<file path="config.mk">
export PLATFORM = sky130hd
export DESIGN_NAME = qdr4_burst_seq
export DESIGN_NICKNAME = d
export VERILOG_FILES = /design/src/rtl/qdr4_pkg.sv /design/src/rtl/qdr4_burst_seq.sv
export SDC_FILE = /design/constraint.sdc
export NUM_CORES = 1
export LEC_CHECK = 0
export BUFFER_PORTS_ARGS = -buffer_cell sky130_fd_sc_hd__buf_2
export CAP_MARGIN = 10
export CORE_AREA = 2 2 39 41
export DETAILED_ROUTE_END_ITERATION = 6
export DIE_AREA = 0 0 41 43
export PLACE_DENSITY = 0.67
export SLEW_MARGIN = 20
export SYNTH_ARGS = -nofsm -noshare
export SYNTH_HDL_FRONTEND = slang
export SYNTH_SLANG_ARGS = --single-unit
</file>
<file path="constraint.sdc">
create_clock -name clk -period 0.8 [get_ports clk]
set_input_delay 0 -clock clk [delete_from_list [all_inputs] [get_ports clk]]
set_output_delay 0 -clock clk [all_outputs]
set_load 0.01 [all_outputs]
</file>
<file path="src/rtl/qdr4_pkg.sv">
// Package qdr4_pkg
// Shared constants for the burst-of-four quad-rate memory model.
// Assumes the burst length and the beats per cycle are fixed by the device
// class; the pipeline depth of the burst sequencer derives from them.
package qdr4_pkg;
    localparam int BURST_LEN       = 4;
    localparam int BEATS_PER_CYCLE = 2;
    localparam int PAIR_PHASES     = BURST_LEN / BEATS_PER_CYCLE;
    localparam int OFS_W           = $clog2(BURST_LEN);

    // Which half of the burst a beat pair carries
    typedef enum logic [0:0] {
        PAIR_LOW  = 1'b0,
        PAIR_HIGH = 1'b1
    } pair_e;
endpackage

</file>
<file path="src/rtl/qdr4_burst_seq.sv">
// Module qdr4_burst_seq
// Walks an accepted burst through its beat-pair phases, one phase per
// cycle after the command edge. Produces the two beat addresses of the
// active phase. The offset wraps inside the aligned group of four.
// Assumes starts are at least two cycles apart, which the command gate
// guarantees for one command type.
module qdr4_burst_seq
    import qdr4_pkg::*;
#(
    parameter int AW = 6
) (
    input  logic          clk,
    input  logic          rst_n,
    input  logic          start,
    input  logic [AW-1:0] start_addr,
    output logic          pair_vld,
    output pair_e         pair_sel,
    output logic [AW-1:0] addr_rise,
    output logic [AW-1:0] addr_fall
);
    logic [PAIR_PHASES-1:0] phase_q;
    logic [AW-1:0]          base_q;
    logic [OFS_W-1:0]       ofs_rise;
    logic [OFS_W-1:0]       ofs_fall;

    // Advance the phase shift register and capture the burst base address
    always_ff @(posedge clk) begin
        if (!rst_n) begin
            phase_q <= '0;
            base_q  <= '0;
        end else begin
            phase_q <= {phase_q[PAIR_PHASES-2:0], start};
            if (start) begin
                base_q <= start_addr;
            end
        end
    end

    // Decode the active phase into a pair selector
    always_comb begin
        pair_vld = |phase_q;
        pair_sel = phase_q[PAIR_PHASES-1] ? PAIR_HIGH : PAIR_LOW;
    end

    // Compute the wrapped burst offsets of the two beats in this phase
    always_comb begin
        ofs_rise = OFS_W'(base_q[OFS_W-1:0] + OFS_W'(BEATS_PER_CYCLE * int'(pair_sel)));
        ofs_fall = OFS_W'(ofs_rise + OFS_W'(1));
        addr_rise = {base_q[AW-1:OFS_W], ofs_rise};
        addr_fall = {base_q[AW-1:OFS_W], ofs_fall};
    end

    // the ignore rule keeps bursts from overlapping in the sequencer
    p_phase_single_r4: assert property (@(posedge clk) disable iff (!rst_n)
        $onehot0(phase_q))
        else $error("p_phase_single_r4");
endmodule

</file>
==> impl_metrics.env <==
export IMPL_status="complete, but fails checks"
export IMPL_violations="negative setup slack"
export IMPL_synth_area_um2=373
export IMPL_fillers=138
export IMPL_synth_top_cell_area_share=0.430
export IMPL_antenna_found_initial=0
export IMPL_rsz0062_at_grt="yes"
export IMPL_die_w_um=41
export IMPL_yosysSeqAreaShare=0.430
export IMPL_fin_tns_setup_ns=-0.479
export IMPL_drt_vias_per_instance=3.88
export IMPL_synthToLayoutAreaGrowth_pct=27.2
export IMPL_hold_ws_ns=0.0115
export IMPL_cts_tree="yes"
export IMPL_grt_total_usage=0.0877
export IMPL_htree_levels=1
export IMPL_cp_cell_sequence="xor2_2 > xnor2_1 > buf_2"
export IMPL_setup_viol=3
export IMPL_cp_slowest_cell="dfxtp_2"
export IMPL_insertion_delay_ns=0.24
export IMPL_drt_initial_drc_count=0
export IMPL_cp_arrival_ns=1.02
export IMPL_insertedDiodeCount=0
export IMPL_worstSetupStartpointType="flop"
export IMPL_p_per_area_nw_per_um2=1880
export IMPL_synth_top_family_by_area="buffers and inverters"
export IMPL_vias=260
export IMPL_dr_pass1_iters=1
export IMPL_worst_setup_path_end_kind="output pin"
export IMPL_fmax_ghz=0.984
export IMPL_num_rows=14
export IMPL_io_pins=23
export IMPL_portBuffers=22
export IMPL_setup_ws_ns=-0.216
export IMPL_slew_violations=0
export IMPL_synth_compound_area_frac=0
export IMPL_dieArea_um2=1760
export IMPL_ant_nets=0
export IMPL_synth_nets=45
export IMPL_finClkSkew_ns=0.000222
export IMPL_leakage_uw=0.000252
export IMPL_holdCritPathClass="input port to flop"
export IMPL_synthMuxAreaShare=0.161
export IMPL_grt_pass1_vias=237
export IMPL_crit_required_ns=0.80
export IMPL_cts_buffers=3
export IMPL_totalWireLength_um=583
export IMPL_coreArea_um2=1380
export IMPL_drv_cap=0
export IMPL_critPathTopFamily="flip-flops"
export IMPL_worstMarginPinSlew_ns=0.194
export IMPL_synth_seq_cells=8
export IMPL_drive_above_1_share=0.588
export IMPL_synth_fa_ha_area_frac=0
export IMPL_synthCells=36
export IMPL_grt_pass1_wl_um=938
export IMPL_hold_viol=0
export IMPL_nets=62
export IMPL_cts_buffer_depth=2
export IMPL_yosys_warnings=0
export IMPL_yosys_area_share_simple=0.151
export IMPL_grt_start_max_net_pins=9
export IMPL_syn_avg_cell_area_um2=10.4
export IMPL_synth_xor_area_share=0.0470
export IMPL_synthTopCellsByArea="dfxtp_1, buf_4, mux2i_1"
export IMPL_cts_root_buf="clkbuf_4"
export IMPL_fp_dieH_um=43
export IMPL_post_cts_buffers=0
export IMPL_relSlewSlack=0.870
export IMPL_path_buf_inv=1
export IMPL_peakVddDrop_uv=633
export IMPL_gp_congestion=0.528
export IMPL_ff_latch_area_um2=164
export IMPL_drc=0
export IMPL_overflow=0
export IMPL_synth_top_area_cell="dfxtp_1"
export IMPL_wl_per_cell_um=8.70
export IMPL_max_stage_delay_ns=0.33
export IMPL_clock_sinks=8
export IMPL_path_clk_slew_ns=0.05
export IMPL_yosysUniqueCellTypes=9
export IMPL_path_class="flop to output pin"
export IMPL_multi_input_area_um2=141
export IMPL_start_util=0.269
export IMPL_min_period_ns=1.02
export IMPL_cp_max_fo=3
export IMPL_fin_crit_sh=1.27
sequential cells by signal, summed over array words and instances (netlist names):
signal   flops
base_q       6
phase_q      2
path summary, 6_finish.rpt:
path,from,end,slack [ns],cells past startpoint
worst min-delay path,start_addr[5],base_q[5],0.01,3
worst max-delay path,phase_q[1],addr_fall[1],-0.22,3
worst min register to register,phase_q[0],phase_q[1],0.45,1
worst max register to register,base_q[1],base_q[1],0.18,2
synth_stat cells:
master / n
buf_4: 10
dfxtp_1: 8
mux2i_1: 6
nor2b_1: 6
and2_1: 2
inv_1: 1
or2_2: 1
xnor2_1: 1
xor2_1: 1
layout by cell type, fill, tap and decap left out:
cell type | Yosys | final
buf_2 | 0 | 20
or2_2 | 1 | 1
xor2_2 | 0 | 1
mux2i_1 | 6 | 6
dfxtp_1 | 8 | 5
inv_1 | 1 | 1
dfxtp_2 | 0 | 3
xnor2_1 | 1 | 1
buf_6 | 0 | 2
nor2b_1 | 6 | 6
clkbuf_4 | 0 | 3
and2_1 | 2 | 2
logic make-up (layout without fill, tap and decap cells):
kind of cell,Yosys count,count (layout)
multiplexers,6,6
XOR/XNOR,2,2
buffers and inverters,11,26
AND/OR/NAND/NOR,9,9
flip-flops,8,8
final cells by class:
cell class              count  area share
repair buffers             22       0.259
flip-flops and latches      8       0.346
well taps                  16      0.0422
inverters                   1     0.00792
clock buffers               3      0.0475
multi-input cells          17       0.298
report_power, final:
part / internal [uW] / switching [uW] / total, uW
Clock: 171 / 121 / 292
Sequential: 424 / 14.8 / 438
Combinational: 86.5 / 72.8 / 159
metal layers:
metal | vias to the layer above | global-route usage | part of all wire
li1 | 133 | - | -
met1 | 111 | 0.0945 | 0.41
met2 | 14 | 0.116 | 0.46
met3 | 2 | 0.0314 | 0.10
met4 | 0 | 0.100 | 0.014
met5 | - | 0 | 0
worst reg2reg max path, delay by kind of cell, from the launching register on:
kind,cells,cell delay [ns]
DFF,1,0.32
muxes,1,0.12
and+or+nand+nor,1,0.06
timing repair:
item,CTS,global route
hold buffers,0,0
gates resized for setup,1,3
pin swaps,0,0
endpoints found under the setup margin,3,4
through the flow:
stage,std cells,total power (uW),area [um2],util,setup WS (ns)
finish,67,889,474,0.343,-0.216
detailed placement,64,600,437,0.316,0.00914
CTS,67,904,460,0.333,-0.232
global route,67,955,474,0.343,-0.304
floorplan,36,565,382,-,0.0228
global placement,64,596,437,0.316,0.0336
Note: power is estimated with default switching activity, not from simulation.
